File: config.mk
export PLATFORM = sky130hd
export DESIGN_NAME = bcd_calendar_top
export DESIGN_NICKNAME = d
export VERILOG_FILES = /design/src/rtl/bcd_calendar_pkg.sv /design/src/rtl/bcd_subsec_prescaler.sv /design/src/rtl/bcd_tod_chain.sv /design/src/rtl/bcd_cal_chain.sv /design/src/rtl/bcd_calendar_top.sv
export SDC_FILE = /design/constraint.sdc
export NUM_CORES = 1
export LEC_CHECK = 0
export BUFFER_PORTS_ARGS = -buffer_cell sky130_fd_sc_hd__buf_2
export CAP_MARGIN = 0
export CORE_MARGIN = 2
export CORE_UTILIZATION = 30
export CTS_CLUSTER_DIAMETER = 100
export DETAILED_ROUTE_END_ITERATION = 8
export SYNTH_ARGS = -nofsm -noshare
export SYNTH_HDL_FRONTEND = slang
export SYNTH_HIERARCHICAL = 1
export SYNTH_SLANG_ARGS = --single-unit
File: constraint.sdc
create_clock -name clk -period 5.8 [get_ports clk]
set_clock_uncertainty 0.1 [all_clocks]
set_input_delay 0.87 -clock clk [delete_from_list [all_inputs] [get_ports clk]]
set_output_delay 0.87 -clock clk [all_outputs]
set_load 0.02 [all_outputs]
File: src/rtl/bcd_calendar_pkg.sv
package bcd_calendar_pkg;

    typedef enum logic [2:0] {
        IDX_HUND  = 3'd0,
        IDX_SEC   = 3'd1,
        IDX_MIN   = 3'd2,
        IDX_HOUR  = 3'd3,
        IDX_WDAY  = 3'd4,
        IDX_DATE  = 3'd5,
        IDX_MONTH = 3'd6,
        IDX_YEAR  = 3'd7
    } field_idx_e;

    localparam int NUM_FIELDS = 8;

    typedef struct packed {
        logic [7:0] hund;
        logic [7:0] sec;
        logic [7:0] min;
        logic [5:0] hour;
    } tod_t;

    typedef struct packed {
        logic       cent;
        logic [2:0] wday;
        logic [7:0] date;
        logic [7:0] month;
        logic [7:0] year;
    } cal_t;

    function automatic logic [7:0] bcd_inc(input logic [7:0] v);
        if (v[3:0] >= 4'd9)
            return {v[7:4] + 4'd1, 4'd0};
        else
            return {v[7:4], v[3:0] + 4'd1};
    endfunction

    function automatic logic [7:0] bcd_step(input logic [7:0] v,
                                            input logic [7:0] top,
                                            input logic [7:0] bottom);
        if (v >= top)
            return bottom;
        else
            return bcd_inc(v);
    endfunction

    // Divisible by four on a two-digit BCD value: an even tens digit needs
    // units 0/4/8, an odd tens digit needs units 2/6.
    function automatic logic year_is_leap(input logic [7:0] yr);
        if (yr[4] == 1'b0)
            return (yr[1:0] == 2'b00);
        else
            return (yr[1:0] == 2'b10);
    endfunction

    function automatic logic [7:0] month_last_day(input logic [7:0] mon,
                                                  input logic [7:0] yr);
        case (mon)
            8'h02:   return year_is_leap(yr) ? 8'h29 : 8'h28;
            8'h04, 8'h06, 8'h09, 8'h11: return 8'h30;
            default: return 8'h31;
        endcase
    endfunction

endpackage

File: src/rtl/bcd_subsec_prescaler.sv
module bcd_subsec_prescaler #(
    parameter int TICK_HZ       = 32768,
    parameter int STEPS_PER_SEC = 100
) (
    input  logic clk,
    input  logic rst,
    input  logic tick,
    input  logic clear,
    output logic step
);
    localparam int ACC_W = $clog2(TICK_HZ + STEPS_PER_SEC) + 1;
    localparam logic [ACC_W-1:0] INC = ACC_W'(STEPS_PER_SEC);
    localparam logic [ACC_W-1:0] MOD = ACC_W'(TICK_HZ);

    logic [ACC_W-1:0] acc_q;
    logic [ACC_W-1:0] acc_sum;

    always_comb begin
        acc_sum = acc_q + INC;
        step    = tick && !clear && (acc_sum >= MOD);
    end

    always_ff @(posedge clk) begin
        if (rst || clear)
            acc_q <= '0;
        else if (tick)
            acc_q <= (acc_sum >= MOD) ? (acc_sum - MOD) : acc_sum;
    end
endmodule

File: src/rtl/bcd_tod_chain.sv
module bcd_tod_chain
    import bcd_calendar_pkg::*;
(
    input  logic                  clk,
    input  logic                  rst,
    input  logic                  step,
    input  logic [NUM_FIELDS-1:0] wr_sel,
    input  logic [7:0]            wr_data,
    output tod_t                  tod,
    output logic                  day_carry
);
    tod_t tod_q, tod_d;
    logic hund_wrap, sec_wrap, min_wrap;

    always_comb begin
        hund_wrap = step && (tod_q.hund >= 8'h99);
        sec_wrap  = hund_wrap && (tod_q.sec >= 8'h59);
        min_wrap  = sec_wrap && (tod_q.min >= 8'h59);
        day_carry = min_wrap && ({2'b00, tod_q.hour} >= 8'h23);

        tod_d = tod_q;
        if (step)      tod_d.hund = bcd_step(tod_q.hund, 8'h99, 8'h00);
        if (hund_wrap) tod_d.sec  = bcd_step(tod_q.sec, 8'h59, 8'h00);
        if (sec_wrap)  tod_d.min  = bcd_step(tod_q.min, 8'h59, 8'h00);
        if (min_wrap)  tod_d.hour = bcd_step({2'b00, tod_q.hour}, 8'h23, 8'h00)
                                    [5:0];

        if (wr_sel[IDX_HUND]) tod_d.hund = wr_data;
        if (wr_sel[IDX_SEC])  tod_d.sec  = wr_data;
        if (wr_sel[IDX_MIN])  tod_d.min  = wr_data;
        if (wr_sel[IDX_HOUR]) tod_d.hour = wr_data[5:0];
    end

    always_ff @(posedge clk) begin
        if (rst)
            tod_q <= '{hund: 8'h00, sec: 8'h00, min: 8'h00, hour: 6'h00};
        else
            tod_q <= tod_d;
    end

    assign tod = tod_q;
endmodule

File: src/rtl/bcd_cal_chain.sv
module bcd_cal_chain
    import bcd_calendar_pkg::*;
(
    input  logic                  clk,
    input  logic                  rst,
    input  logic                  day_carry,
    input  logic [NUM_FIELDS-1:0] wr_sel,
    input  logic [7:0]            wr_data,
    output cal_t                  cal
);
    cal_t       cal_q, cal_d;
    logic [7:0] last_day;
    logic       date_wrap, mon_wrap, year_wrap;

    always_comb begin
        last_day  = month_last_day(cal_q.month, cal_q.year);
        date_wrap = day_carry && (cal_q.date >= last_day);
        mon_wrap  = date_wrap && (cal_q.month >= 8'h12);
        year_wrap = mon_wrap && (cal_q.year >= 8'h99);

        cal_d = cal_q;
        if (day_carry) begin
            cal_d.wday = (cal_q.wday >= 3'd7) ? 3'd1 : cal_q.wday + 3'd1;
            cal_d.date = bcd_step(cal_q.date, last_day, 8'h01);
        end
        if (date_wrap) cal_d.month = bcd_step(cal_q.month, 8'h12, 8'h01);
        if (mon_wrap)  cal_d.year  = bcd_step(cal_q.year, 8'h99, 8'h00);
        if (year_wrap) cal_d.cent  = !cal_q.cent;

        if (wr_sel[IDX_HOUR])  cal_d.cent  = wr_data[7];
        if (wr_sel[IDX_WDAY])  cal_d.wday  = wr_data[2:0];
        if (wr_sel[IDX_DATE])  cal_d.date  = wr_data;
        if (wr_sel[IDX_MONTH]) cal_d.month = wr_data;
        if (wr_sel[IDX_YEAR])  cal_d.year  = wr_data;
    end

    always_ff @(posedge clk) begin
        if (rst)
            cal_q <= '{cent: 1'b0, wday: 3'd1, date: 8'h01,
                       month: 8'h01, year: 8'h00};
        else
            cal_q <= cal_d;
    end

    assign cal = cal_q;
endmodule

File: src/rtl/bcd_calendar_top.sv
module bcd_calendar_top
    import bcd_calendar_pkg::*;
#(
    parameter int TICK_HZ       = 32768,
    parameter int STEPS_PER_SEC = 100
) (
    input  logic       clk,
    input  logic       rst,
    input  logic       tick_32k,
    input  logic       wr_en,
    input  logic [2:0] wr_addr,
    input  logic [7:0] wr_data,
    input  logic [2:0] rd_addr,
    output logic [7:0] rd_data
);
    logic [NUM_FIELDS-1:0] wr_sel;
    logic                  hund_step;
    logic                  day_carry;
    tod_t                  tod;
    cal_t                  cal;
    logic [7:0]            field_bytes [NUM_FIELDS];

    for (genvar gi = 0; gi < NUM_FIELDS; gi++) begin : g_wdec
        assign wr_sel[gi] = wr_en && (wr_addr == 3'(gi));
    end

    bcd_subsec_prescaler #(
        .TICK_HZ      (TICK_HZ),
        .STEPS_PER_SEC(STEPS_PER_SEC)
    ) u_presc (
        .clk  (clk),
        .rst  (rst),
        .tick (tick_32k),
        .clear(wr_sel[IDX_SEC]),
        .step (hund_step)
    );

    bcd_tod_chain u_tod (
        .clk      (clk),
        .rst      (rst),
        .step     (hund_step),
        .wr_sel   (wr_sel),
        .wr_data  (wr_data),
        .tod      (tod),
        .day_carry(day_carry)
    );

    bcd_cal_chain u_cal (
        .clk      (clk),
        .rst      (rst),
        .day_carry(day_carry),
        .wr_sel   (wr_sel),
        .wr_data  (wr_data),
        .cal      (cal)
    );

    always_comb begin
        field_bytes[IDX_HUND]  = tod.hund;
        field_bytes[IDX_SEC]   = tod.sec;
        field_bytes[IDX_MIN]   = tod.min;
        field_bytes[IDX_HOUR]  = {cal.cent, 1'b0, tod.hour};
        field_bytes[IDX_WDAY]  = {5'b00000, cal.wday};
        field_bytes[IDX_DATE]  = cal.date;
        field_bytes[IDX_MONTH] = cal.month;
        field_bytes[IDX_YEAR]  = cal.year;
        rd_data = field_bytes[rd_addr];
    end
endmodule

* Word level (Yosys, flattened, before mapping) *
Cells that the tools add are included.

operators by class
  equal/unequal tests = 13
  add/subtract/negate cells = 17
  mux-type cells = 40
  reductions and logical operators = 46
  $lt $le $gt $ge = 17
  bitwise logic cells = 1

operators by type and width
  cell                                                                  count
  2-to-1 mux 8 bit                                                      25
  adder 4 x 1 -> 4 bit (second input constant)                          13
  greater-or-equal comparator 4 bit (second input constant)             8
  binary-select mux 8 bit (select 3 bit)                                1
  2-to-1 mux 6 bit                                                      4
  nonzero test 3 bit                                                    7
  nonzero test 2 bit                                                    9
  adder 17 x 7 -> 17 bit (second input constant)                        1
  greater-or-equal comparator 17 x 16 -> 1 bit (second input constant)  1
  logical AND 1 bit                                                     17
  2-to-1 mux 17 bit                                                     1
  subtractor 17 x 16 -> 17 bit (second input constant)                  1
  equality test 8 x 3 -> 1 bit (second input constant)                  2
  greater-or-equal comparator 8 x 7 -> 1 bit (second input constant)    2
  greater-or-equal comparator 8 bit (second input constant)             2
  one-hot mux 8 bit (2 select lines)                                    1
  AND reduction 2 bit                                                   7
  equality test 3 bit (second input constant)                           4
  2-to-1 mux 11 bit                                                     1
  equality test 8 x 2 -> 1 bit (second input constant)                  1
  equality test 8 x 4 -> 1 bit (second input constant)                  1
  equality test 8 x 5 -> 1 bit (second input constant)                  1
  greater-or-equal comparator 8 x 5 -> 1 bit (second input constant)    1
  greater-or-equal comparator 8 bit                                     1
  15 further kinds                                                      22

word-level totals
  logic and storage cells = 151
  bits in registers = 75
  input bits = 18
  output and inout port bits = 8

* Logic depth before layout (Yosys ltp) *
Gate-level depths: netlist (run 1).

  depth in word-level cells = 14
  depth in mapped cells = 16

* Cells and area by module *
Netlist (run 1), hierarchy kept.

modules (own cells, without submodules)
  module                instances  cells an instance  area an instance (µm²)
  bcd_cal_chain         1          263                2142.1
  bcd_tod_chain         1          253                2103.3
  bcd_subsec_prescaler  1          125                1009.7
  bcd_calendar_top      1          62                 575.6

* Least setup slack after synthesis (run 1) *
OpenSTA, ideal clock, no wires.

  path type = register to register
  start = register u_presc.acc_q[2]
  end = register u_cal.cal_q, in the netlist u_cal/cal[13]
  cell stages (with the launch flop) = 16
  path slack = 1094 ps
  library setup time = 86 ps
  period minus slack after synthesis = 4706 ps
  arrival = 4520 ps
  cells stage by stage = dfxtp_1 > ha_1 > a211oi_1 > or4b_2 > xor2_1 > ha_1 > o32ai_1 > clkbuf_1 > nand4_2 > nor2_1 > inv_2 > a21oi_1 > a21oi_1 > buf_2 > or2_2 > a221oi_2

between the ends
  word-level cells in the longest chain between the ends = 10

ends and longest elaborated chain
  element                                       line                        text
  from (decl)                                   bcd_subsec_prescaler.sv:15  logic [ACC_W-1:0] acc_q;
  from (signal assigned)                        bcd_subsec_prescaler.sv:27  acc_q <= (acc_sum >= MOD) ? (acc_sum - MOD) : acc_sum;
  adder 17 x 7 -> 17 bit                        bcd_subsec_prescaler.sv:19  acc_sum = acc_q + INC;
  greater-or-equal comparator 17 x 16 -> 1 bit  bcd_subsec_prescaler.sv:20  step = tick && !clear && (acc_sum >= MOD);
  logical AND 1 bit                             bcd_subsec_prescaler.sv:20
  named net hund_step                           bcd_calendar_top.sv:17      logic hund_step;
  logical AND 1 bit                             bcd_tod_chain.sv:16         hund_wrap = step && (tod_q.hund >= 8'h99);
  logical AND 1 bit                             bcd_tod_chain.sv:17         sec_wrap = hund_wrap && (tod_q.sec >= 8'h59);
  logical AND 1 bit                             bcd_tod_chain.sv:18         min_wrap = sec_wrap && (tod_q.min >= 8'h59);
  logical AND 1 bit                             bcd_tod_chain.sv:19         day_carry = min_wrap && ({2'b00, tod_q.hour} >= 8'h23);
  named net day_carry                           bcd_calendar_top.sv:18      logic day_carry;
  logical AND 1 bit                             bcd_cal_chain.sv:17         date_wrap = day_carry && (cal_q.date >= last_day);
  nonzero test 2 bit (no source line)           --
  AND reduction 2 bit (no source line)          --
  to (signal assigned)                          bcd_cal_chain.sv:39         cal_q <= '{cent: 1'b0, wday: 3'd1, date: 8'h01,
  to (signal assigned)                          bcd_cal_chain.sv:42         cal_q <= cal_d;
  to (decl)                                     bcd_cal_chain.sv:11         cal_t cal_q, cal_d;

The timed path passes the listed nets, and every way through them passes these cells.
A chain may end at the register's enable or synchronous reset.

* Worst setup path after layout (run 1) *
Same ends and word-level chain as after synthesis.

==> summary.md, run 1 <==
| Metric | Value |
|---|---|
| Area fraction of the dominant cell type after synthesis | `0.251` |
| CP Max Fanout | `14` |
| CP Cell Sequence | `ha_1, a211oi_1, or4b_2, xor2_1, or4b_1, o32ai_2, buf_4, nand4_2, nor2_1, buf_4, inv_2, a21oi_1, a21oi_1, or2_2, a221oi_2` |
| Area contributors post-synth | `dfxtp_1 25%, ha_1 10%, nor2_1 4.5%` |
| Rel. slew slack | `0.237` |
| Fin crit period | `5.03 ns` |
| CTS Root Cell | `clkbuf_16` |
| Iteration-0 DRC Markers | `621` |
| Routed len/inst | `17.7 µm` |
| Dpl cell area | `between 6000 and 7000 µm²` |
| Total wire length | `approximately 17000 µm` |
| Number of vias per cell | `5.74` |
| Final net count | `776` |
| Design area | `approximately 6500 µm²` |
| Die Y | `143 µm` |
| Initial Utilization | `0.309` |
| Fmax | `0.199 GHz` |
| Post-synth EDFFs | `0` |
| First-pass GRT wire length | `about 27000 µm` |
| Pwr dens | `199 nW/µm²` |
| Crit Path Category | `reg -> reg` |
| Bufs and invs on worst path | `3` |
| DR pass1 iterations | `5` |
| Reg clk slew, reported paths | `0.06 ns` |
| Ys flop type | `dfxtp_1` |
| Setup Buffers After CTS | `0` |
| Area growth, synth to finish | `10.9%` |
| # H-tree levels | `3` |
| Die width | `~140 µm` |
| Yosys reg bits | `73` |
| DP HPWL | `12300 µm` |
| Delay-heaviest family, CP | `simple AND/OR/NAND/NOR gates` |
| Clock tree buffer depth | `2` |
| Syn Inst Count | `703` |
| Period utilization | `0.868` |
| Final worst slack | `0.767 ns` |
| Final Hold Viols | `0` |
| Dpl ws | `approximately 0.84 ns` |
| Die area | `between 20000 and 25000 µm²` |
| Top-Level Pins | `26` |
| Worst EP required | `5.96 ns` |
| CTS buffer count | `9` |
| Setup TNS | `0 ns` |
| Worst Setup Start Kind | `flip-flop` |
| Global Route Usage Sum | `0.167` |
| CTS tree | `built` |
| Critical Path Sink Type | `flip-flop` |
| Post-Syn Area per Cell | `8.29 µm²` |
| Synthesized area | `5830 µm²` |
| Antenna diode count | `0` |
| Total global routing overflow | `0` |
| Cell taking the most area after synthesis | `dfxtp_1` |
| Post-CTS sizing | `0` |
| Crit path max-delay cell type | `or4b_2` |
| Commonest cells post-synth | `73 x dfxtp_1, 70 x nor2_1, 47 x ha_1` |
| Antenna violations before repair | `0` |
| Final setup violation count | `0` |
| Register area share after synthesis | `0.251` |
| Core box area | `18900 µm²` |
| # hold bufs at CTS | `0` |
| Final slew viol count | `0` |
| Clock latency on the worst-skew pair | `between 0.3 and 0.4 ns` |
| Worst hold path class | `reg -> reg` |
| I/O Buffers | `25` |
| Drt drc | `0` |
| Post-route ant nets | `0` |
| Syn Nets | `768` |
| Most frequent cell after synthesis | `dfxtp_1` |
| Peak supply drop | `0.191 mV` |
| Worst slew pin tran | `~1.1 ns` |
| Vias in the first global route | `4825` |
| RSZ-0062 raised after global routing | `false` |
| Crit path arrival time | `about 5.2 ns` |
| Vias | `5602` |
| CP peak stage delay | `0.71 ns` |
| Max-Cap Viols | `0` |
| Share of cells above drive strength 1 | `0.122` |
| Filler Cells Inserted | `2013` |
| Post-layout util | `0.342` |
| Routability cong. | `0.917` |
| Row count | `50` |
| Clk sinks | `73` |
| Post-synth ARST share | `0` |
| P_leak | `2.42 nW` |
| Synth Warn # | `6` |
| Distinct cells, synth | `94` |
| Largest net degree at the start of global routing | `62` |
| Status | `finished clean` |
-- final cells by class --
type | instances | area [µm²] | share of cell area
flip-flops and latches | 73 | 1460 | 0.226
repair buffers | 31 | 170 | 0.0263
clock buffers | 10 | 239 | 0.0370
multi-input cells | 548 | 4040 | 0.625
inverters | 48 | 180 | 0.0279
well taps | 260 | 325 | 0.0503
clock inverters | 6 | 50.0 | 0.00774
-- flip-flops by register name, indices dropped and copies added (netlist names) --
name,flops
u_tod/tod,30
u_cal/cal,28
u_presc/acc_q,15
-- worst reg2reg max path: stages (launching register included) --
cell and delay [ns]:
dfxtp_1 0.47, ha_1 0.27, a211oi_1 0.13, or4b_2 0.71, xor2_1 0.25, or4b_1 0.48, o32ai_2 0.11, buf_4 0.25
nand4_2 0.21, nor2_1 0.15, buf_4 0.21, inv_2 0.11, a21oi_1 0.43, a21oi_1 0.37, or2_2 0.44, a221oi_2 0.26
-- cells in the final DEF, fill, tap and decap left out, types with 10 or more instances in the layout --
cell type	netlist	routed
a211oi_1	11	11
a21oi_1	42	42
a221oi_1	10	10
a31oi_1	12	12
buf_2	11	25
dfxtp_1	73	73
ha_1	47	47
inv_1	44	44
mux2_2	10	10
nand2_1	46	46
nand3_1	25	25
nand4_1	12	12
nor2_1	70	70
nor2b_1	12	12
nor3_1	25	24
o21ai_0	17	17
o31ai_1	10	10
xnor2_1	10	10
-- per-layer routing --
metal / vias to the layer above / wire [µm] / track usage
li1: 2690 / - / -
met1: 2694 / 7850 / 0.228
met2: 191 / 7650 / 0.258
met3: 27 / 1370 / 0.0433
met4: 0 / 354 / 0.0475
met5: - / 0 / 0
-- through the flow --
stage / hold WS [ns] / std cells / total power [mW]
2_1_floorplan: 0.363 / 703 / 0.681
3_3_place_gp: 0.428 / 960 / 0.740
3_5_place_dp: 0.421 / 960 / 0.742
4_1_cts: 0.434 / 976 / 1.30
5_1_grt: 0.450 / 976 / 1.34
6_report: 0.433 / 976 / 1.29
-- final timing paths --
kind              endpoint        startpoint  cells after the start  slack [ns]
max          u_cal/cal[13]  u_presc/acc_q[2]                     15        0.77
min           u_tod/tod[4]      u_tod/tod[4]                      2        0.43
max reg2reg  u_cal/cal[13]  u_presc/acc_q[2]                     15        0.77
min reg2reg   u_tod/tod[4]      u_tod/tod[4]                      2        0.43
-- report_power, final --
group          internal, mW  leakage [nW]  switching, mW
logic                0.0683          1.69          0.117
clock network         0.307         0.136          0.246
registers             0.517         0.592         0.0301
-- cell families (layout without fill, tap and decap cells) --
kind of cell               count (synthesis)  count (layout)  synth area share
and+or+nand+nor                          250             250             0.229
AOI/OAI and AO/OA                        210             210             0.275
buffers and inverters                     82              95            0.0590
DFF                                       73              73             0.251
adders and majority gates                 47              47             0.101
muxes                                     25              25            0.0618
xor gates and xnor gates                  16              16            0.0240
Power figures use the tool's default switching activity.
==> run 2, diff against run 1 <==
BUFFER_PORTS_ARGS = -buffer_cell sky130_fd_sc_hd__buf_4   (was -buffer_cell sky130_fd_sc_hd__buf_2)
==> run 2 against run 1 <==
First-iteration DRC count fell by 1.4%. Global-route usage rose by 0.55 points. Sequential share of layout area fell by 0.37 points. Combinational power rose by 4%. Flip-flop and latch count did not move. Cell area rose by 1.7%. Utilization rose by 0.58 points. Critical path depth did not move. Routed wire length rose by 1.7%. Register-to-register slack barely moved. Critical path type unchanged.
==> summary.md, run 2 (synthesized netlist as in run 1, its figures left out) <==
| Metric | Value |
|---|---|
| Commonest cells after routing, fill and taps aside | `73 x dfxtp_1, 70 x nor2_1, 47 x ha_1, 46 x nand2_1, 44 x inv_1` |
| Area of the multi-input gates | `4040 µm² (unchanged)` |
| Number of vias per cell | `5.73 (-0.24%)` |
| Filler Cells Inserted | `1980 (-1.6%)` |
| DP HPWL | `12300 µm (+0.17%)` |
| Crit Path Category | `reg -> reg` |
| Largest net degree at the start of global routing | `63 (+1.6%)` |
| CTS buffer count | `9 (unchanged)` |
| FF/Latch Area | `1460 µm² (unchanged)` |
| Worst EP required | `5.95 ns (about the same)` |
| P_leak | `2.47 nW (+1.9%)` |
| Crit path max-delay cell type | `or4b_2` |
| Delay-heaviest family, CP | `simple AND/OR/NAND/NOR gates` |
| Antenna diode count | `0 (unchanged)` |
| Post-route ant nets | `0 (unchanged)` |
| Final worst slack | `0.763 ns (-0.00418 ns)` |
| Row count | `50 (unchanged)` |
| Fmax | `0.199 GHz (about the same)` |
| First-pass GRT wire length | `27800 µm (+4.1%)` |
| Placed cells | `959 (-0.10%)` |
| Status | `finished clean` |
| # H-tree levels | `3 (unchanged)` |
| CTS tree | `built` |
| Top-Level Pins | `26 (unchanged)` |
| Gate power share | `0.137 (-0.007)` |
| CP Cell Sequence | `ha_1, a211oi_1, or4b_2, xor2_1, or4b_1, o32ai_2, buf_4, nand4_2, nor2_1, buf_4, inv_2, a21oi_1, a21oi_1, or2_2, a221oi_2` |
| Tot Pwr | `1.40 mW (+8.9%)` |
| Dpl ws | `0.916 ns (+0.0761 ns)` |
| Initial Utilization | `0.309 (unchanged)` |
| Post-CTS sizing | `0 (unchanged)` |
| Total global routing overflow | `0 (unchanged)` |
| Antenna violations before repair | `0 (unchanged)` |
| Final net count | `775 (-0.13%)` |
| P_int | `1.02 mW (+14%)` |
| Final Hold Viols | `0 (unchanged)` |
| Hold_ws | `0.441 ns (+0.00788 ns)` |
| I/O Buffers | `25 (unchanged)` |
| Routability cong. | `0.937 (+2.2%)` |
| Clock tree buffer depth | `2 (unchanged)` |
| Sw Share | `0.270 (-0.0354)` |
| Drt drc | `0 (unchanged)` |
| Clk sinks | `73 (unchanged)` |
| CP peak stage delay | `0.72 ns (about the same)` |
| Total wire length | `17500 µm (+1.7%)` |
| Vias in the first global route | `5141 (+6.5%)` |
| Peak supply drop | `0.142 mV (-26%)` |
| Final slew viol count | `0 (unchanged)` |
| Die area | `20600 µm² (unchanged)` |
| Iteration-0 DRC Markers | `612 (-1.4%)` |
| Commonest non-fill, non-tap cell in the layout | `dfxtp_1` |
| Routed len/inst | `18.0 µm (+1.9%)` |
| Max FFs per register | `30 (unchanged)` |
| Pwr dens | `213 nW/µm² (+7.1%)` |
| Crit path arrival time | `5.19 ns (about the same)` |
| Fin crit period | `5.04 ns (+0.00418 ns)` |
| Clock network fraction of total power | `0.471 (+0.041)` |
| Design area | `6570 µm² (+1.7%)` |
| Post-Layout Cell Count | `974 (-0.20%)` |
| DR pass1 iterations | `5 (unchanged)` |
| Period utilization | `0.868 (about the same)` |
| Rel. slew slack | `0.191 (-0.0455)` |
| Area growth, synth to finish | `12.7%` |
| CP Max Fanout | `14 (unchanged)` |
| Dpl cell area | `6230 µm² (+0.89%)` |
| Global Route Usage Sum | `0.172 (+0.00550)` |
| Worst hold path class | `reg -> reg` |
| Die Y | `143 µm (unchanged)` |
| Die width | `143 µm (unchanged)` |
| Max-Cap Viols | `0 (unchanged)` |
| Post-layout util | `0.348 (+0.00576)` |
| Clock latency on the worst-skew pair | `0.35 ns (about the same)` |
| Final setup violation count | `0 (unchanged)` |
| P_sw | `0.378 mW (-3.7%)` |
| Worst slew pin tran | `1.21 ns (+0.0680 ns)` |
| Reg clk slew, reported paths | `0.06 ns (about the same)` |
| Worst Setup Start Kind | `flip-flop` |
| CTS Root Cell | `clkbuf_16` |
| Setup TNS | `0 ns (unchanged)` |
| Register share of total power | `0.392 (-0.034)` |
| Share of cells above drive strength 1 | `0.119 (-0.00246)` |
| Bufs and invs on worst path | `3 (unchanged)` |
| Critical Path Sink Type | `flip-flop` |
| Vias | `5577 (-0.45%)` |
| RSZ-0062 raised after global routing | `false` |
| # hold bufs at CTS | `0 (unchanged)` |
| Setup Buffers After CTS | `0 (unchanged)` |
| Core box area | `18900 µm² (unchanged)` |
run 2: cell count changes in the layout (fill, tap and decap cells not counted):
cell | previous run | this run
buf_2 | 25 | 0
bufinv_16 | 0 | 3
clkinv_2 | 0 | 1
clkinvlp_4 | 2 | 0
buf_4 | 6 | 30
inv_6 | 3 | 0
run 2: area by class of cell:
type	count	area share
multi-input cells	548	0.614
flip-flops and latches	73	0.222
well taps	260	0.0495
clock buffers	10	0.0364
repair buffers	30	0.0343
inverters	48	0.0274
clock inverters	5	0.0158
run 2: path summary, 6_finish.rpt:
check / from / endpoint / slack (ns) / cells past startpoint
worst min register to register: u_tod/tod[8] / u_tod/tod[8] / 0.44 / 2
worst max-delay path: u_presc/acc_q[2] / u_cal/cal[13] / 0.76 / 15
worst min-delay path: u_tod/tod[8] / u_tod/tod[8] / 0.44 / 2
worst max register to register: u_presc/acc_q[2] / u_cal/cal[13] / 0.76 / 15
run 2: worst register-to-register path, cell delays in order (launching register included):
cell,delay [ns]
dfxtp_1,0.48
ha_1,0.27
a211oi_1,0.13
or4b_2,0.72
xor2_1,0.27
or4b_1,0.48
o32ai_2,0.10
buf_4,0.25
nand4_2,0.22
nor2_1,0.15
buf_4,0.21
inv_2,0.11
a21oi_1,0.40
a21oi_1,0.36
or2_2,0.43
a221oi_2,0.27
run 2: per-layer routing:
metal	vias up	global-route usage	routed length (µm)
li1	2683	-	-
met4	0	0.0495	357
met2	188	0.265	7820
met1	2686	0.237	8110
met5	-	0	0
met3	20	0.0450	1240
run 2: power by group through the flow:
stage | Combinational, mW | Sequential (mW) | Clock, mW
5_1_grt | 0.211 | 0.551 | 0.692
4_1_cts | 0.190 | 0.547 | 0.669
3_5_place_dp | 0.188 | 0.558 | 0
2_1_floorplan | 0.137 | 0.544 | 0
3_3_place_gp | 0.188 | 0.558 | 0
6_report | 0.192 | 0.548 | 0.659
